<file path="src/rtl/hrr_pkg.sv">
package hrr_pkg;

  localparam int unsigned HRR_HITS  = 42;
  localparam int unsigned HRR_GRP_W = 6;
  localparam int unsigned HRR_SLOTS = 19;
  localparam int unsigned HRR_TS_W  = 13;

  typedef enum logic {
    SCAN_IDLE = 1'b0,
    SCAN_RUN  = 1'b1
  } scan_state_e;

endpackage

</file>
<file path="src/rtl/hrr_timebase.sv">
module hrr_timebase #(
  parameter int unsigned TS_W = 13
) (
  input  logic            clk,
  input  logic            rst_n,
  input  logic            bx_strobe,
  input  logic            train_start,
  output logic [TS_W-1:0] ts_snap
);

  logic [TS_W-1:0] ts_q, ts_d;
  logic [TS_W-1:0] snap_q, snap_d;
  logic [TS_W-1:0] ts_base;

  always_comb begin
    ts_base = train_start ? '0 : ts_q;
    ts_d    = ts_q;
    snap_d  = snap_q;
    if (train_start) ts_d = '0;
    if (bx_strobe) begin
      ts_d   = ts_base + 1'b1;
      snap_d = ts_base;
    end
  end

  always_ff @(posedge clk or negedge rst_n) begin
    if (!rst_n) begin
      ts_q   <= '0;
      snap_q <= '0;
    end else begin
      ts_q   <= ts_d;
      snap_q <= snap_d;
    end
  end

  assign ts_snap = snap_q;

  // the counter steps by one per strobe
  assert_ts_step_R2: assert property (@(posedge clk) disable iff (!rst_n)
    (bx_strobe && !train_start) |=> ts_q == TS_W'($past(ts_q) + 1'b1));

  // the counter holds between strobes
  assert_ts_hold_R2: assert property (@(posedge clk) disable iff (!rst_n)
    (!bx_strobe && !train_start) |=> $stable(ts_q));

  // the captured value is the counter before it advances
  assert_snap_R2: assert property (@(posedge clk) disable iff (!rst_n)
    (bx_strobe && !train_start) |=> ts_snap == $past(ts_q));

endmodule

</file>
<file path="src/rtl/hrr_group_scan.sv">
module hrr_group_scan
  import hrr_pkg::*;
#(
  parameter int unsigned N_HITS = 42,
  parameter int unsigned GRP_W  = 6,
  localparam int unsigned N_GRP = N_HITS / GRP_W,
  localparam int unsigned GA_W  = (N_GRP > 1) ? $clog2(N_GRP) : 1
) (
  input  logic              clk,
  input  logic              rst_n,
  input  logic              bx_strobe,
  input  logic              override_en,
  input  logic [N_HITS-1:0] hits_in,
  input  logic              abort,
  output logic              rec_valid,
  output logic [GA_W-1:0]   rec_grp,
  output logic [GRP_W-1:0]  rec_pat
);

  localparam logic [GA_W-1:0] LAST_GRP = GA_W'(N_GRP - 1);

  logic [N_HITS-1:0] hit_q, hit_d;
  scan_state_e       st_q, st_d;
  logic [GA_W-1:0]   grp_q, grp_d;
  logic [GRP_W-1:0]  grp_pat [N_GRP];

  for (genvar g = 0; g < N_GRP; g++) begin : g_slice
    assign grp_pat[g] = hit_q[g*GRP_W +: GRP_W];
  end

  always_comb begin
    hit_d = hit_q;
    st_d  = st_q;
    grp_d = grp_q;
    if (abort) begin
      st_d  = SCAN_IDLE;
      grp_d = '0;
    end else if (bx_strobe) begin
      hit_d = override_en ? {N_HITS{1'b1}} : hits_in;
      st_d  = SCAN_RUN;
      grp_d = '0;
    end else if (st_q == SCAN_RUN) begin
      if (grp_q == LAST_GRP) begin
        st_d  = SCAN_IDLE;
        grp_d = '0;
      end else begin
        grp_d = grp_q + 1'b1;
      end
    end
  end

  always_ff @(posedge clk or negedge rst_n) begin
    if (!rst_n) begin
      hit_q <= '0;
      st_q  <= SCAN_IDLE;
      grp_q <= '0;
    end else begin
      hit_q <= hit_d;
      st_q  <= st_d;
      grp_q <= grp_d;
    end
  end

  assign rec_pat   = grp_pat[grp_q];
  assign rec_grp   = grp_q;
  assign rec_valid = (st_q == SCAN_RUN) && (|rec_pat);

  // strobes never arrive while a scan is running
  assert_strobe_spacing_R11: assert property (@(posedge clk) disable iff (!rst_n)
    bx_strobe |-> st_q == SCAN_IDLE);

  // a scan starts at group 0 and steps upward
  assert_scan_order_R3: assert property (@(posedge clk) disable iff (!rst_n)
    (st_q == SCAN_RUN && grp_q != LAST_GRP && !abort && !bx_strobe)
      |=> st_q == SCAN_RUN && grp_q == $past(grp_q) + 1'b1);

  // the scan ends after the last group
  assert_scan_end_R11: assert property (@(posedge clk) disable iff (!rst_n)
    (st_q == SCAN_RUN && grp_q == LAST_GRP && !bx_strobe) |=> st_q == SCAN_IDLE);

  // the group index stays in range
  assert_grp_range_R3: assert property (@(posedge clk) disable iff (!rst_n)
    grp_q <= LAST_GRP);

endmodule

</file>
<file path="src/rtl/hrr_slot_bank.sv">
module hrr_slot_bank #(
  parameter int unsigned N_SLOTS = 19,
  parameter int unsigned TS_W    = 13,
  parameter int unsigned GA_W    = 3,
  parameter int unsigned GRP_W   = 6,
  localparam int unsigned SLOT_W = $clog2(N_SLOTS + 1)
) (
  input  logic             clk,
  input  logic             rst_n,
  input  logic             clear,
  input  logic             wr_req,
  input  logic [TS_W-1:0]  wr_ts,
  input  logic [GA_W-1:0]  wr_grp,
  input  logic [GRP_W-1:0] wr_pat,
  input  logic             rd_start,
  input  logic             out_ready,
  output logic             out_valid,
  output logic             out_last,
  output logic [TS_W-1:0]  out_ts,
  output logic [GA_W-1:0]  out_grp,
  output logic [GRP_W-1:0] out_pat,
  output logic             overflow
);

  logic [TS_W-1:0]    ts_mem  [N_SLOTS];
  logic [GA_W-1:0]    grp_mem [N_SLOTS];
  logic [GRP_W-1:0]   pat_mem [N_SLOTS];

  logic [N_SLOTS-1:0] valid_q, valid_d;
  logic [SLOT_W-1:0]  wr_ptr_q, wr_ptr_d;
  logic               ovf_q, ovf_d;
  logic               rd_act_q, rd_act_d;
  logic [SLOT_W-1:0]  rd_ptr_q, rd_ptr_d;

  logic               full, wr_en, fire;
  logic               found, more;
  logic [SLOT_W-1:0]  sel;

  assign full  = (wr_ptr_q == SLOT_W'(N_SLOTS));
  assign wr_en = wr_req && !full && !clear;

  // first written slot at or after the read pointer, and any beyond it
  always_comb begin
    found = 1'b0;
    sel   = '0;
    for (int i = N_SLOTS - 1; i >= 0; i--) begin
      if (valid_q[i] && (i >= int'(rd_ptr_q))) begin
        found = 1'b1;
        sel   = SLOT_W'(i);
      end
    end
    more = 1'b0;
    for (int j = 0; j < N_SLOTS; j++) begin
      if (valid_q[j] && (j > int'(sel))) more = 1'b1;
    end
  end

  assign out_valid = rd_act_q && found;
  assign out_last  = out_valid && !more;
  assign fire      = out_valid && out_ready;
  assign out_ts    = ts_mem[sel];
  assign out_grp   = grp_mem[sel];
  assign out_pat   = pat_mem[sel];
  assign overflow  = ovf_q;

  always_comb begin
    valid_d  = valid_q;
    wr_ptr_d = wr_ptr_q;
    ovf_d    = ovf_q;
    rd_act_d = rd_act_q;
    rd_ptr_d = rd_ptr_q;
    if (clear) begin
      valid_d  = '0;
      wr_ptr_d = '0;
      ovf_d    = 1'b0;
      rd_act_d = 1'b0;
      rd_ptr_d = '0;
    end else begin
      if (wr_en) begin
        valid_d[wr_ptr_q] = 1'b1;
        wr_ptr_d          = wr_ptr_q + 1'b1;
      end
      if (wr_req && full) ovf_d = 1'b1;
      if (rd_start) begin
        rd_act_d = 1'b1;
        rd_ptr_d = '0;
      end else if (rd_act_q) begin
        if (fire) begin
          rd_ptr_d = sel + 1'b1;
          if (!more) rd_act_d = 1'b0;
        end else if (!found) begin
          rd_act_d = 1'b0;
        end
      end
    end
  end

  always_ff @(posedge clk or negedge rst_n) begin
    if (!rst_n) begin
      valid_q  <= '0;
      wr_ptr_q <= '0;
      ovf_q    <= 1'b0;
      rd_act_q <= 1'b0;
      rd_ptr_q <= '0;
    end else begin
      valid_q  <= valid_d;
      wr_ptr_q <= wr_ptr_d;
      ovf_q    <= ovf_d;
      rd_act_q <= rd_act_d;
      rd_ptr_q <= rd_ptr_d;
    end
  end

  // record storage: data registers, write-enabled, no reset
  always_ff @(posedge clk) begin
    if (wr_en) begin
      ts_mem[wr_ptr_q]  <= wr_ts;
      grp_mem[wr_ptr_q] <= wr_grp;
      pat_mem[wr_ptr_q] <= wr_pat;
    end
  end

  // a slot is never written twice between clears
  assert_write_once_R5: assert property (@(posedge clk) disable iff (!rst_n)
    wr_en |-> !valid_q[wr_ptr_q]);

  // a record that meets a full bank raises the flag
  assert_ovf_on_full_R6: assert property (@(posedge clk) disable iff (!rst_n)
    (wr_req && full && !clear) |=> overflow);

  // the flag is sticky until clear
  assert_ovf_sticky_R6: assert property (@(posedge clk) disable iff (!rst_n)
    (overflow && !clear) |=> overflow);

  // clear empties the bank and the flag
  assert_clear_R7: assert property (@(posedge clk) disable iff (!rst_n)
    clear |=> (!overflow && !out_valid && valid_q == '0));

  // last only on a presented record
  assert_last_valid_R8: assert property (@(posedge clk) disable iff (!rst_n)
    out_last |-> out_valid);

  // nothing is presented after the final beat
  assert_after_last_R8: assert property (@(posedge clk) disable iff (!rst_n)
    (out_last && out_ready && !rd_start) |=> !out_valid);

  // a stalled record holds
  assert_stall_hold_R10: assert property (@(posedge clk) disable iff (!rst_n)
    (out_valid && !out_ready && !clear && !rd_start)
      |=> (out_valid && $stable(out_ts) && $stable(out_grp) && $stable(out_pat)));

endmodule

</file>
<file path="src/rtl/hit_row_recorder.sv">
module hit_row_recorder
  import hrr_pkg::*;
#(
  parameter int unsigned N_HITS  = HRR_HITS,
  parameter int unsigned GRP_W   = HRR_GRP_W,
  parameter int unsigned N_SLOTS = HRR_SLOTS,
  parameter int unsigned TS_W    = HRR_TS_W,
  localparam int unsigned N_GRP  = N_HITS / GRP_W,
  localparam int unsigned GA_W   = (N_GRP > 1) ? $clog2(N_GRP) : 1
) (
  input  logic              clk,
  input  logic              rst_n,
  input  logic              bx_strobe,
  input  logic              train_start,
  input  logic              override_en,
  input  logic [N_HITS-1:0] hits_in,
  input  logic              clear,
  input  logic              rd_start,
  input  logic              out_ready,
  output logic              out_valid,
  output logic              out_last,
  output logic [TS_W-1:0]   out_ts,
  output logic [GA_W-1:0]   out_grp,
  output logic [GRP_W-1:0]  out_pat,
  output logic              overflow
);

  logic [1:0]       rst_sync_q;
  logic             rst_int_n;
  logic [TS_W-1:0]  ts_snap;
  logic             rec_valid;
  logic [GA_W-1:0]  rec_grp;
  logic [GRP_W-1:0] rec_pat;

  // asynchronous assertion, synchronous release
  always_ff @(posedge clk or negedge rst_n) begin
    if (!rst_n) rst_sync_q <= 2'b00;
    else        rst_sync_q <= {rst_sync_q[0], 1'b1};
  end
  assign rst_int_n = rst_sync_q[1];

  hrr_timebase #(.TS_W(TS_W)) u_tb (
    .clk         (clk),
    .rst_n       (rst_int_n),
    .bx_strobe   (bx_strobe),
    .train_start (train_start),
    .ts_snap     (ts_snap)
  );

  hrr_group_scan #(.N_HITS(N_HITS), .GRP_W(GRP_W)) u_scan (
    .clk         (clk),
    .rst_n       (rst_int_n),
    .bx_strobe   (bx_strobe),
    .override_en (override_en),
    .hits_in     (hits_in),
    .abort       (clear),
    .rec_valid   (rec_valid),
    .rec_grp     (rec_grp),
    .rec_pat     (rec_pat)
  );

  hrr_slot_bank #(
    .N_SLOTS (N_SLOTS),
    .TS_W    (TS_W),
    .GA_W    (GA_W),
    .GRP_W   (GRP_W)
  ) u_bank (
    .clk       (clk),
    .rst_n     (rst_int_n),
    .clear     (clear),
    .wr_req    (rec_valid),
    .wr_ts     (ts_snap),
    .wr_grp    (rec_grp),
    .wr_pat    (rec_pat),
    .rd_start  (rd_start),
    .out_ready (out_ready),
    .out_valid (out_valid),
    .out_last  (out_last),
    .out_ts    (out_ts),
    .out_grp   (out_grp),
    .out_pat   (out_pat),
    .overflow  (overflow)
  );

  // every stored record carries at least one hit
  assert_nonzero_rec_R4: assert property (@(posedge clk) disable iff (!rst_int_n)
    out_valid |-> out_pat != '0);

endmodule

</file>
<file path="config.mk">
export PLATFORM = sky130hd
export DESIGN_NAME = hit_row_recorder
export DESIGN_NICKNAME = d
export VERILOG_FILES = /design/src/rtl/hrr_pkg.sv /design/src/rtl/hrr_timebase.sv /design/src/rtl/hrr_group_scan.sv /design/src/rtl/hrr_slot_bank.sv /design/src/rtl/hit_row_recorder.sv
export SDC_FILE = /design/constraint.sdc
export NUM_CORES = 1
export LEC_CHECK = 0
export ABC_AREA = 1
export BUFFER_PORTS_ARGS = -buffer_cell sky130_fd_sc_hd__buf_2
export CAP_MARGIN = 10
export CORE_MARGIN = 10
export CORE_UTILIZATION = 56
export DETAILED_ROUTE_END_ITERATION = 10
export GPL_ROUTABILITY_DRIVEN = 1
export PLACE_DENSITY = 0.76
export SLEW_MARGIN = 20
export SYNTH_ARGS = -nofsm -noshare
export SYNTH_HDL_FRONTEND = slang
export SYNTH_SLANG_ARGS = --single-unit
</file>
<file path="constraint.sdc">
create_clock -name clk -period 3.4 [get_ports clk]
set_input_delay 0.51 -clock clk [delete_from_list [all_inputs] [get_ports clk]]
set_output_delay 0.51 -clock clk [all_outputs]
set_load 0.005 [all_outputs]
</file>
==> results.json <==
{
  "status": "finished, violations left",
  "failed_checks": "negative setup slack",
  "syn_area_per_cell_um2": 11.5,
  "cts_tree": "built",
  "reg2reg_depth": 14,
  "rsz0062_at_grt": "true",
  "drc": 0,
  "synthCells": 1875,
  "grt_antenna_before_repair": 0,
  "total_power_mw": 14.1,
  "final-setup-viol-count": 23,
  "path_common_cell": "nand2_1",
  "maxCapViolations": 0,
  "crit_path_end_kind": "output pin",
  "wire_per_inst_um": 23.0,
  "core_um2": 37800,
  "cp_max_fo": 8,
  "ios": 75,
  "hold_path.class": "in2reg",
  "syn_nets": 1933,
  "firstDrtPassIters": 6,
  "dr.first_iter.drc_count": 1758,
  "cpPeakStageDelay_ns": 0.41,
  "finClkSkew_ns": 0.0236,
  "holdWs_ns": 0.137,
  "postPlaceCellArea_um2": 23500,
  "tightest_slew_ns": 0.823,
  "startpoint_type": "register",
  "highest_layer": "met4",
  "slew_headroom_pct": 45.1,
  "start_util_pct": 57.0,
  "grt_pass1_wl_um": 88300,
  "peakVddDrop_mv": 0.396,
  "synth_async_sr_flop_share_pct": 20.1,
  "die_x_um": 216,
  "final_cell_mix": "edfxtp_1, nor2_1, nand2_1",
  "clkTransAtPathRegs_ns": 0.06,
  "finalInstanceArea_um2": 26300,
  "powerDensity_nw_per_um2": 536,
  "crit_arrival_ns": 3.57,
  "insertion_delay_ns": 0.61,
  "min_period_ns": 4.08,
  "gr-total-overflow": 0,
  "rr_endpoint": "u_bank.ts_mem[15][4]$_DFFE_PP_",
  "fin_ws_ns": -0.683,
  "syn_area_um2": 21600,
  "ant_nets": 0,
  "hold_viol": 0,
  "p_leak_nw": 9.60,
  "fmax_mhz": 245,
  "instances_no_fill": 2584,
  "cts_sinks": 523,
  "route.met2.wl_um": 29200,
  "wl_met3_um": 5680,
  "grt_pass1_vias": 15257,
  "seq_area_um2": 15200,
  "rrSetupSlack_ns": 0.03,
  "die_h_um": 216,
  "grt_max_degree": 85,
  "io_buffer_count": 74,
  "yosysSeqAreaShare_pct": 70.4,
  "crit_end": "out_pat[0]",
  "final_common_cell": "edfxtp_1",
  "cts_made_buffers": 50,
  "row_count": 71,
  "final_nets": 2098,
  "cp-startpoint": "u_bank.rd_ptr_q[2]$_DFFE_PN0P_",
  "multiInputGateArea_um2": 6290,
  "dp.cells": 2459,
  "r2r_start": "u_scan.rec_grp[0]$_DFFE_PN0P_",
  "pre_cts_ws_ns": -0.0662,
  "drive_above_1_share_pct": 21.9,
  "hpwl_um": 34000,
  "synth_ff_type": "edfxtp_1",
  "period_share_pct": 120,
  "area.growth.synth_to_final_pct": 21.8,
  "vias": 15677,
  "required_ns": 2.89,
  "ys_ff_latch": 523,
  "fillCellCount": 2500,
  "wl_um": 59500,
  "diodes": 0,
  "vias_per_cell": 6.07,
  "finalMaxSlewViolations": 0,
  "crit_type": "reg2out",
  "wl_met1_um": 22500,
  "clock_path_buffers": 3,
  "grt_use_total_pct": 24.3,
  "post_synth_num_cell_types": 48,
  "synth-edff-count": 418,
  "routabilityCongestion": 0.897,
  "h-tree-depth": 2,
  "dieArea_um2": 46800,
  "cts_root_buf": "clkbuf_16",
  "slowest_stage": "dfrtp_1",
  "yosysWarnings": 0
}
==> routing by layer <==
layer  vias up  GRT usage [%]
met4         0           7.97
met2       889           39.8
li1       7003              -
met5         -              0
met3       172           4.93
met1      7613           32.0
==> final cells by class <==
class / count / area share [%]
flip-flops and latches: 523 / 57.8
multi-input cells: 1144 / 23.9
repair buffers: 208 / 8.07
clock buffers: 63 / 5.14
well taps: 511 / 2.43
inverters: 112 / 1.68
clock inverters: 22 / 0.938
repair inverters: 1 / 0.0333
==> per-stage QoR <==
stage | setup TNS (ns) | util (%)
finish | -13.68 | 69.5
global route | -29.73 | 69.5
CTS | -11.92 | 67.8
detailed placement | -0.0819 | 62.0
global placement | -0.110 | 62.0
floorplan | 0 | -
==> registers in the layout, indices dropped and copies added, names as in the netlist <==
signal / count
u_bank.ts_mem: 247
u_bank.pat_mem: 114
u_bank.grp_mem: 57
u_scan.hit_q: 42
u_bank.valid_q: 19
u_tb.ts_q: 13
u_tb.ts_snap: 13
u_bank.rd_ptr_q: 5
u_bank.wr_ptr_q: 5
u_scan.rec_grp: 3
rst_sync_q: 2
u_bank.overflow: 1
u_bank.rd_act_q: 1
u_scan.st_q: 1
==> cell usage after synthesis, types with 3 or more instances <==
| library cell | n | share of area, % |
|---|---|---|
| nor2_1 | 356 | 6.2 |
| nand3_1 | 78 | 1.8 |
| ha_1 | 8 | 0.46 |
| buf_6 | 8 | 0.42 |
| nand4_1 | 3 | 0.087 |
| buf_4 | 3 | 0.10 |
| nor3_1 | 14 | 0.32 |
| a21oi_1 | 52 | 1.2 |
| a221oi_1 | 4 | 0.16 |
| dfrtp_1 | 105 | 12 |
| nand2_4 | 3 | 0.16 |
| o21ai_0 | 231 | 5.4 |
| o211ai_1 | 26 | 0.90 |
| xor2_1 | 7 | 0.28 |
| buf_2 | 27 | 0.63 |
| buf_1 | 4 | 0.070 |
| inv_1 | 97 | 1.7 |
| o2111ai_1 | 24 | 0.97 |
| inv_2 | 13 | 0.23 |
| o22ai_1 | 59 | 1.7 |
| a32oi_1 | 4 | 0.16 |
| clkbuf_1 | 52 | 0.90 |
| edfxtp_1 | 418 | 58 |
| nor2_2 | 6 | 0.17 |
| o21ai_1 | 45 | 1.0 |
| nand2_1 | 198 | 3.4 |
==> how the worst min path moves through the flow <==
stage | startpoint | endpoint | slack, ns | cells after the start
2_1_floorplan | rst_n | rst_sync_q[0]$_DFF_PN0_ | 0.21 | 0
3_3_place_gp | rst_n | rst_sync_q[0]$_DFF_PN0_ | 0.29 | 1
3_5_place_dp | rst_n | rst_sync_q[0]$_DFF_PN0_ | 0.30 | 1
4_1_cts | hits_in[27] | u_scan.hit_q[27]$_DFFE_PN0P_ | 0.11 | 3
5_1_grt | hits_in[5] | u_scan.hit_q[5]$_DFFE_PN0P_ | 0.13 | 3
6_report | hits_in[5] | u_scan.hit_q[5]$_DFFE_PN0P_ | 0.14 | 3
==> report_power, final <==
part / total (mW) / internal (mW) / leakage (nW) / switching (mW)
sequential: 7.30 / 7.21 / 5.13 / 0.0918
clock: 5.48 / 3.12 / 0.769 / 2.36
combinational: 1.29 / 0.443 / 3.70 / 0.851
==> worst max-delay path: cells and delay by family, from the launching register on <==
kind | cells | cell delay (ns)
buffers and inverters | 4 | 0.61
DFF | 1 | 0.41
AOI/OAI and AO/OA | 4 | 0.56
and+or+nand+nor | 18 | 1.40
==> repair_timing <==
item | CTS | global route
setup endpoints to repair | 23 | 65
buffers inserted | 17 | 11
resized for setup | 120 | 164
endpoints found under the hold margin | 2 | 0
cloned | 6 | 6
pin swaps | 34 | 46
hold buffers | 1 | 0
==> logic make-up after synthesis <==
kind of cell             share of synthesized area (%)
XOR/XNOR                                         0.365
AO/OA/AOI/OAI                                     12.0
AND/OR/NAND/NOR                                   12.7
other                                           0.0174
adder cells (fa/ha/maj)                          0.464
buffers and inverters                             4.13
flip-flops                                        70.4
Power figures use the tool's default switching activity.
